## src/rtl/sfs_pkg.sv

```systemverilog
package sfs_pkg;

  localparam logic [2:0] OP_READ     = 3'd0;
  localparam logic [2:0] OP_PROG     = 3'd1;
  localparam logic [2:0] OP_SECT     = 3'd2;
  localparam logic [2:0] OP_SUBSECT  = 3'd3;
  localparam logic [2:0] OP_BULK     = 3'd4;

  localparam logic [7:0] CMD_STATUS  = 8'h05;
  localparam logic [7:0] CMD_FILL    = 8'hA5;
  localparam logic [7:0] CMD_WREN    = 8'h06;
  localparam logic [7:0] CMD_READ    = 8'h03;
  localparam logic [7:0] CMD_PROG    = 8'h02;
  localparam logic [7:0] CMD_SECT    = 8'hD8;
  localparam logic [7:0] CMD_SUBSECT = 8'h20;
  localparam logic [7:0] CMD_BULK    = 8'hC7;

  // busy flag position inside the returned status byte
  localparam int unsigned SR_BUSY_BIT = 0;

  typedef struct packed {
    logic [7:0] opcode;
    logic       has_addr;
    logic       need_wren;
    logic       is_read;
    logic       is_prog;
  } sfs_cmd_t;

  typedef enum logic [3:0] {
    ST_IDLE,
    ST_POLL_CMD,
    ST_POLL_FILL,
    ST_POLL_WAIT,
    ST_SPACE,
    ST_WREN,
    ST_OPC,
    ST_ADDR,
    ST_WR,
    ST_RD
  } sfs_state_e;

endpackage

```

## src/rtl/sfs_op_decode.sv

```systemverilog
module sfs_op_decode
  import sfs_pkg::*;
(
  input  logic [2:0] op,
  output logic       legal,
  output sfs_cmd_t   cmd
);

  always_comb begin
    legal = 1'b1;
    cmd   = '0;
    case (op)
      OP_READ: begin
        cmd.opcode   = CMD_READ;
        cmd.has_addr = 1'b1;
        cmd.is_read  = 1'b1;
      end
      OP_PROG: begin
        cmd.opcode    = CMD_PROG;
        cmd.has_addr  = 1'b1;
        cmd.need_wren = 1'b1;
        cmd.is_prog   = 1'b1;
      end
      OP_SECT: begin
        cmd.opcode    = CMD_SECT;
        cmd.has_addr  = 1'b1;
        cmd.need_wren = 1'b1;
      end
      OP_SUBSECT: begin
        cmd.opcode    = CMD_SUBSECT;
        cmd.has_addr  = 1'b1;
        cmd.need_wren = 1'b1;
      end
      OP_BULK: begin
        cmd.opcode    = CMD_BULK;
        cmd.need_wren = 1'b1;
      end
      default: legal = 1'b0;
    endcase
  end

endmodule

```

## src/rtl/sfs_gap_timer.sv

```systemverilog
module sfs_gap_timer #(
  parameter int GAP = 6
) (
  input  logic clk,
  input  logic rst,
  input  logic run,
  output logic elapsed
);

  localparam int CW = $clog2(GAP + 2);

  logic [CW-1:0] cnt;

  always_ff @(posedge clk) begin
    if (rst || !run) begin
      cnt <= '0;
    end else if (cnt != CW'(GAP)) begin
      cnt <= cnt + 1'b1;
    end
  end

  assign elapsed = (cnt == CW'(GAP));

  // the count never passes the programmed gap
  assert_gap_bound_R2: assert property (@(posedge clk) disable iff (rst)
    cnt <= CW'(GAP));

endmodule

```

## src/rtl/sfs_rd_hold.sv

```systemverilog
module sfs_rd_hold #(
  parameter int W = 8
) (
  input  logic         clk,
  input  logic         rst,
  input  logic         push,
  input  logic [W-1:0] din,
  output logic         full,
  output logic         out_valid,
  output logic [W-1:0] out_data,
  input  logic         out_ready
);

  logic         v_q;
  logic [W-1:0] d_q;

  always_ff @(posedge clk) begin
    if (rst) begin
      v_q <= 1'b0;
    end else if (push) begin
      v_q <= 1'b1;
    end else if (v_q && out_ready) begin
      v_q <= 1'b0;
    end
  end

  always_ff @(posedge clk) begin
    if (push) begin
      d_q <= din;
    end
  end

  assign full      = v_q;
  assign out_valid = v_q;
  assign out_data  = d_q;

  // a new byte never lands on an untaken one
  assert_no_overrun_R8: assert property (@(posedge clk) disable iff (rst)
    push |-> !v_q);

  // a held byte stays put until taken
  assert_hold_stable_R8: assert property (@(posedge clk) disable iff (rst)
    (v_q && !out_ready) |=> (v_q && $stable(d_q)));

endmodule

```

## src/rtl/spi_nor_sequencer.sv

```systemverilog
module spi_nor_sequencer
  import sfs_pkg::*;
#(
  parameter int ADDR_W   = 24,
  parameter int LEN_W    = 8,
  parameter int POLL_GAP = 6
) (
  input  logic              clk,
  input  logic              rst,
  input  logic              excl_bus,
  input  logic              req_valid,
  output logic              req_ready,
  input  logic [2:0]        req_op,
  input  logic [ADDR_W-1:0] req_addr,
  input  logic [LEN_W-1:0]  req_len,
  input  logic              wr_valid,
  input  logic [7:0]        wr_data,
  output logic              wr_ready,
  output logic              rd_valid,
  output logic [7:0]        rd_data,
  input  logic              rd_ready,
  output logic              cs_n,
  output logic              xfer_go,
  output logic [7:0]        xfer_tx,
  input  logic              xfer_done,
  input  logic [7:0]        xfer_rx
);

  localparam int ADDR_BYTES = ADDR_W / 8;

  sfs_state_e        st, nxt_q;
  sfs_cmd_t          cmd_q, dec_cmd;
  logic              dec_legal;
  logic              cs_n_q, go_q, pend, ready_q;
  logic [7:0]        tx_q;
  logic [LEN_W-1:0]  bcnt, len_q;
  logic [ADDR_W-1:0] addr_q;
  logic              gap_done, hold_full, hold_push;
  logic [1:0]        outst;

  sfs_op_decode u_dec (
    .op    (req_op),
    .legal (dec_legal),
    .cmd   (dec_cmd)
  );

  sfs_gap_timer #(.GAP(POLL_GAP)) u_gap (
    .clk     (clk),
    .rst     (rst),
    .run     (st == ST_POLL_WAIT),
    .elapsed (gap_done)
  );

  assign hold_push = (st == ST_RD) && pend && xfer_done;

  sfs_rd_hold #(.W(8)) u_hold (
    .clk       (clk),
    .rst       (rst),
    .push      (hold_push),
    .din       (xfer_rx),
    .full      (hold_full),
    .out_valid (rd_valid),
    .out_data  (rd_data),
    .out_ready (rd_ready)
  );

  always_ff @(posedge clk) begin
    if (rst) begin
      st      <= ST_IDLE;
      nxt_q   <= ST_IDLE;
      cmd_q   <= '0;
      cs_n_q  <= 1'b1;
      go_q    <= 1'b0;
      tx_q    <= '0;
      pend    <= 1'b0;
      ready_q <= 1'b1;
      bcnt    <= '0;
      len_q   <= '0;
      addr_q  <= '0;
    end else begin
      go_q <= 1'b0;
      case (st)
        ST_IDLE: begin
          if (req_valid && ready_q && dec_legal) begin
            ready_q <= 1'b0;
            cmd_q   <= dec_cmd;
            addr_q  <= req_addr;
            len_q   <= req_len;
            st      <= ST_POLL_CMD;
          end
        end
        ST_POLL_CMD: begin
          if (!pend) begin
            cs_n_q <= 1'b0;
            go_q   <= 1'b1;
            tx_q   <= CMD_STATUS;
            pend   <= 1'b1;
          end else if (xfer_done) begin
            pend <= 1'b0;
            st   <= ST_POLL_FILL;
          end
        end
        ST_POLL_FILL: begin
          if (!pend) begin
            go_q <= 1'b1;
            tx_q <= CMD_FILL;
            pend <= 1'b1;
          end else if (xfer_done) begin
            pend <= 1'b0;
            if (!xfer_rx[SR_BUSY_BIT]) begin
              cs_n_q <= 1'b1;
              st     <= ST_SPACE;
              nxt_q  <= cmd_q.need_wren ? ST_WREN : ST_OPC;
            end else if (!excl_bus) begin
              cs_n_q <= 1'b1;
              st     <= ST_POLL_WAIT;
            end
          end
        end
        ST_POLL_WAIT: begin
          if (gap_done) begin
            st <= ST_POLL_CMD;
          end
        end
        ST_SPACE: begin
          st <= nxt_q;
        end
        ST_WREN: begin
          if (!pend) begin
            cs_n_q <= 1'b0;
            go_q   <= 1'b1;
            tx_q   <= CMD_WREN;
            pend   <= 1'b1;
          end else if (xfer_done) begin
            pend   <= 1'b0;
            cs_n_q <= 1'b1;
            st     <= ST_SPACE;
            nxt_q  <= ST_OPC;
          end
        end
        ST_OPC: begin
          if (!pend) begin
            cs_n_q <= 1'b0;
            go_q   <= 1'b1;
            tx_q   <= cmd_q.opcode;
            pend   <= 1'b1;
          end else if (xfer_done) begin
            pend <= 1'b0;
            bcnt <= '0;
            if (cmd_q.has_addr) begin
              st <= ST_ADDR;
            end else begin
              cs_n_q  <= 1'b1;
              ready_q <= 1'b1;
              st      <= ST_IDLE;
            end
          end
        end
        ST_ADDR: begin
          if (!pend) begin
            go_q   <= 1'b1;
            tx_q   <= addr_q[ADDR_W-1 -: 8];
            addr_q <= addr_q << 8;
            pend   <= 1'b1;
          end else if (xfer_done) begin
            pend <= 1'b0;
            if (bcnt == LEN_W'(ADDR_BYTES - 1)) begin
              bcnt <= '0;
              if (cmd_q.is_read) begin
                st <= ST_RD;
              end else if (cmd_q.is_prog) begin
                st <= ST_WR;
              end else begin
                cs_n_q  <= 1'b1;
                ready_q <= 1'b1;
                st      <= ST_IDLE;
              end
            end else begin
              bcnt <= bcnt + 1'b1;
            end
          end
        end
        ST_WR: begin
          if (!pend) begin
            if (wr_valid) begin
              go_q <= 1'b1;
              tx_q <= wr_data;
              pend <= 1'b1;
            end
          end else if (xfer_done) begin
            pend <= 1'b0;
            if (bcnt == len_q) begin
              cs_n_q  <= 1'b1;
              ready_q <= 1'b1;
              st      <= ST_IDLE;
            end else begin
              bcnt <= bcnt + 1'b1;
            end
          end
        end
        ST_RD: begin
          if (!pend) begin
            if (!hold_full) begin
              go_q <= 1'b1;
              tx_q <= CMD_FILL;
              pend <= 1'b1;
            end
          end else if (xfer_done) begin
            pend <= 1'b0;
            if (bcnt == len_q) begin
              cs_n_q  <= 1'b1;
              ready_q <= 1'b1;
              st      <= ST_IDLE;
            end else begin
              bcnt <= bcnt + 1'b1;
            end
          end
        end
        default: st <= ST_IDLE;
      endcase
    end
  end

  assign req_ready = ready_q;
  assign wr_ready  = (st == ST_WR) && !pend;
  assign cs_n      = cs_n_q;
  assign xfer_go   = go_q;
  assign xfer_tx   = tx_q;

  // transfers in flight, seen from the pins only
  always_ff @(posedge clk) begin
    if (rst) begin
      outst <= '0;
    end else begin
      outst <= outst + {1'b0, go_q} - {1'b0, xfer_done};
    end
  end

  // a byte is started only inside a frame
  assert_go_framed_R10: assert property (@(posedge clk) disable iff (rst)
    go_q |-> !cs_n_q);

  // never two bytes outstanding
  assert_one_in_flight_R10: assert property (@(posedge clk) disable iff (rst)
    outst <= 2'd1);

  // no new request while a frame is open
  assert_busy_no_ready_R9: assert property (@(posedge clk) disable iff (rst)
    !cs_n_q |-> !ready_q);

  // each frame opens together with its first byte
  assert_frame_opens_R2: assert property (@(posedge clk) disable iff (rst)
    $fell(cs_n_q) |-> go_q);

  // program data is only taken inside the command frame
  assert_wr_in_frame_R5: assert property (@(posedge clk) disable iff (rst)
    wr_ready |-> !cs_n_q);

  // no filler starts while a read byte is still held
  assert_rd_no_prefetch_R8: assert property (@(posedge clk) disable iff (rst)
    (go_q && st == ST_RD) |-> !rd_valid);

endmodule

```

## config.mk

```make
export PLATFORM = sky130hd
export DESIGN_NAME = spi_nor_sequencer
export DESIGN_NICKNAME = d
export VERILOG_FILES = /design/src/rtl/sfs_pkg.sv /design/src/rtl/sfs_op_decode.sv /design/src/rtl/sfs_gap_timer.sv /design/src/rtl/sfs_rd_hold.sv /design/src/rtl/spi_nor_sequencer.sv
export SDC_FILE = /design/constraint.sdc
export NUM_CORES = 1
export LEC_CHECK = 0
export ABC_AREA = 0
export BUFFER_PORTS_ARGS = -buffer_cell sky130_fd_sc_hd__buf_2
export CORE_AREA = 2 2 92 94
export CTS_CLUSTER_DIAMETER = 150
export DETAILED_ROUTE_END_ITERATION = 10
export DIE_AREA = 0 0 94 96
export MAX_ROUTING_LAYER = met4
export PLACE_DENSITY = 0.86
export SLEW_MARGIN = 20
export SYNTH_ARGS = -nofsm -noshare
export SYNTH_HDL_FRONTEND = slang
export SYNTH_SLANG_ARGS = --single-unit
export TNS_END_PERCENT = 1
```

## constraint.sdc

```tcl
create_clock -name clk -period 1.9 [get_ports clk]
set_input_delay 0.285 -clock clk [delete_from_list [all_inputs] [get_ports clk]]
set_output_delay 0.285 -clock clk [all_outputs]
set_load 0.01 [all_outputs]
```

==> results.ini <==
[run_status]
status=finished with violations
violations=setup timing

[sta]
hold_viol_final=0
clock_skew_ns=0.0113
layout_min_cycle_time_ns=1.94
hold_slack_ns=0.0969
fin_crit_sh=1.02
setup_slack_ns=-0.0356
max_freq_mhz=517
tightestPinTransition_ns=0.499
rsz0062_at_grt=true
setup_viol=2
slew_viol_final=0
slew-limit-headroom=0.665

[grt]
grt_overflow_total=0
grt.total_usage=0.245
grt_pass1_wl_um=16800
antenna_found_initial=0
grt_max_degree=33
grt_pass1_vias=3555

[logic_synthesis]
ys_seq_area_frac=0.432
synth_fp_nets=508
synth_cell_types=56
syn_area_mm2=0.00394
avgSynthCellArea_um2=8.83
synth.area.top_cells=dfxtp_1, nor2_1, edfxtp_1
synth.top_cell.area_share=0.371
synth_ff_type=dfxtp_1
yosysTopAreaCell=dfxtp_1
synth_edf_count=8
ys_ff_latch=81
synth_cells=446
async_reset_ff_frac=0
ys_warn_count=0

[floorplan]
ios=79
start_util=0.489
dieArea_mm2=0.00902
die_h_um=96
core_area_mm2=0.00805
rows=33
dieWidth_um=94

[routing]
first_pass_iters=5
vias_per_cell=5.71
drc=0
wl_per_cell_um=15.9
finalWirelength_um=10500
drt_iter0_markers=296
via_count=3775
ant_nets=0

[clocking]
numCtsBuffers=9
cts.htree.levels=3
clk_latency_ns=0.36
clk_path_buf_depth=2
clock-sinks=81
cts_root_buf=clkbuf_8
cts_tree=done
clk_pin_slew_ns=0.09

[worst_setup_path]
critPathArrivalTime_ns=2.19
r2r_setup_slack_ns=-0.04
worstPathMaxFanout=7
start_kind=flop
cp-end-kind=flop
timing.rr.start=bcnt[0]
critPathKind=flop to flop
rr_worst_depth=7
r2r_end=st[1]
worst_ep_required_time_ns=2.16

[cells_and_area]
fill_cells=666
fin_cells=661
drive_gt1_frac=0.326
syn2layout_area_growth_pct=27.5
insertedDiodeCount=0
fin_nets=613
postLayoutCellArea_mm2=0.00502
finalCoreUtilization=0.623

[flow_run]
cap_viol_max_count=0

[hold_path]
min_delay_path_depth=1
hp-start=xfer_rx[3]
hold_path.class=primary input to flop
worstHoldEndpoint=u_hold.out_data[3]

[place]
place_congestion=0.985
place_area_mm2=0.00468
dp_hpwl_um=7510
io_buffers=78
dp.cells=642

[power]
ir_drop_uv=614
p_leak_nw=2.15
powerDensity_mw_per_mm2=1330

==> cell families (layout without fill, tap and decap cells) <==
group	count (synthesis)	in the layout	synth area share
DFF	81	81	0.432
xor gates and xnor gates	16	16	0.0356
buffers and inverters	42	152	0.0477
and+or+nand+nor	170	170	0.218
muxes	26	26	0.0671
adders and majority gates	4	4	0.0127
AOI/OAI and AO/OA	107	107	0.187
==> timing repair <==
| action | in CTS | in global routing |
|---|---|---|
| buffers inserted | 0 | 3 |
| endpoints found under the setup margin | 8 | 50 |
| gates resized for setup | 5 | 24 |
| hold buffers | 0 | 0 |
| pin swaps | 0 | 10 |
==> flip-flops by register name, indices dropped and copies added, names as in the netlist <==
signal           count
cs_n                 1
bcnt                 8
st                   4
u_hold.full          1
pend                 1
cmd_q               10
xfer_go              1
u_hold.out_data      8
xfer_tx              8
len_q                8
u_gap.cnt            3
nxt_q                3
addr_q              24
req_ready            1
==> synth_stat cells (2+ instances only) <==
cell type  number
dfxtp_1        73
a21oi_2         2
edfxtp_1        8
nor2_1         76
ha_1            4
nand2_1        33
nand3b_1        2
or2_2           3
nor2b_1         4
nor4_4          3
xor2_1         13
mux2_2          3
nand4_1         5
buf_2           9
nor3_1         15
clkbuf_1       17
buf_4           5
or3_1           2
o211ai_1        5
a21oi_1        29
a31oi_1         6
inv_1          10
nor4b_1         3
a22oi_1        11
nand4b_1        2
o221ai_1        3
or4b_1          2
o211a_1         4
a211oi_1       23
xnor2_1         3
and3b_1         2
nand3_1         6
mux2i_1        23
a311oi_1        2
o21ai_1         2
nand2b_1        4
o21ai_0        10
==> final cells by class <==
class	instances	area (um2)	area share
timing repair buffer	125	785	0.156
inverter	11	41.3	0.00823
clock inverter	5	61.3	0.0122
clock buffer	11	141	0.0282
sequential	81	1720	0.342
tap	105	131	0.0262
multi-input combinational	323	2140	0.427
==> layout by cell type, fill, tap and decap left out, types with 2 or more instances in the layout <==
master    synthesis  final
a211oi_1         23     22
a21oi_1          29     28
a21oi_2           2      2
a22oi_1          11     11
a311oi_1          2      2
a31oi_1           6      6
and3b_1           2      2
buf_12            0      3
buf_2             9     78
buf_4             5     43
clkbuf_8          0     10
dfxtp_1          73     62
dfxtp_2           0     10
edfxtp_1          8      8
ha_1              4      4
inv_1            10     10
mux2_2            3      3
mux2i_1          23     23
nand2_1          33     33
nand2b_1          4      4
nand3_1           6      6
nand3b_1          2      2
nand4_1           5      5
nand4b_1          2      2
nor2_1           76     76
nor2b_1           4      4
nor3_1           15     10
nor3_2            0      3
nor3_4            0      2
nor4_4            3      4
o211a_1           4      4
o211ai_1          5      5
o21ai_0          10     10
o221ai_1          3      3
or2_2             3      3
or4b_1            2      2
xnor2_1           3      3
xor2_1           13     13
==> per-layer routing <==
layer	GRT usage	routed length, um	up-vias
met1	0.294	4350	1788
met3	0.0439	738	29
met2	0.408	5130	152
met5	-	0	-
li1	-	-	1806
met4	0.104	284	0
==> worst max-delay path: stages, from the launching register on <==
cell      delay, ns
dfxtp_1        0.33
inv_1          0.06
ha_1           0.18
nor4b_4        0.28
a21oi_4        0.12
nor4_4         0.51
o211ai_1       0.19
o211a_1        0.17
==> where the power goes <==
group / leakage (nW) / internal [W] / switching, W
combinational: 1.38 / 0.00140 / 0.00167
sequential: 0.672 / 0.00206 / 0.000249
clock: 0.100 / 0.000651 / 0.000647
total: 2.15 / 0.00412 / 0.00257
==> worst max path at each step <==
| stage | start | to | slack [ns] | cells after the start |
|---|---|---|---|---|
| 2_1_floorplan | bcnt[0] | cs_n | 0.07 | 8 |
| 3_3_place_gp | st[3] | bcnt[6] | 0.06 | 8 |
| 3_5_place_dp | bcnt[5] | cs_n | -0.05 | 6 |
| 4_1_cts | bcnt[7] | req_ready | -0.04 | 6 |
| 5_1_grt | bcnt[0] | st[1] | -0.11 | 7 |
| 6_report | bcnt[0] | st[1] | -0.04 | 7 |
==> stage by stage <==
stage	setup slack (ns)	power, W	setup TNS (ns)
floorplan	0.0692	0.00417	0
global placement	0.0587	0.00502	0
detailed placement	-0.0544	0.00513	-0.0852
CTS	-0.0383	0.00643	-0.0642
global route	-0.107	0.00708	-0.468
finish	-0.0356	0.00668	-0.0426
Note: power is estimated with default switching activity, not from simulation.
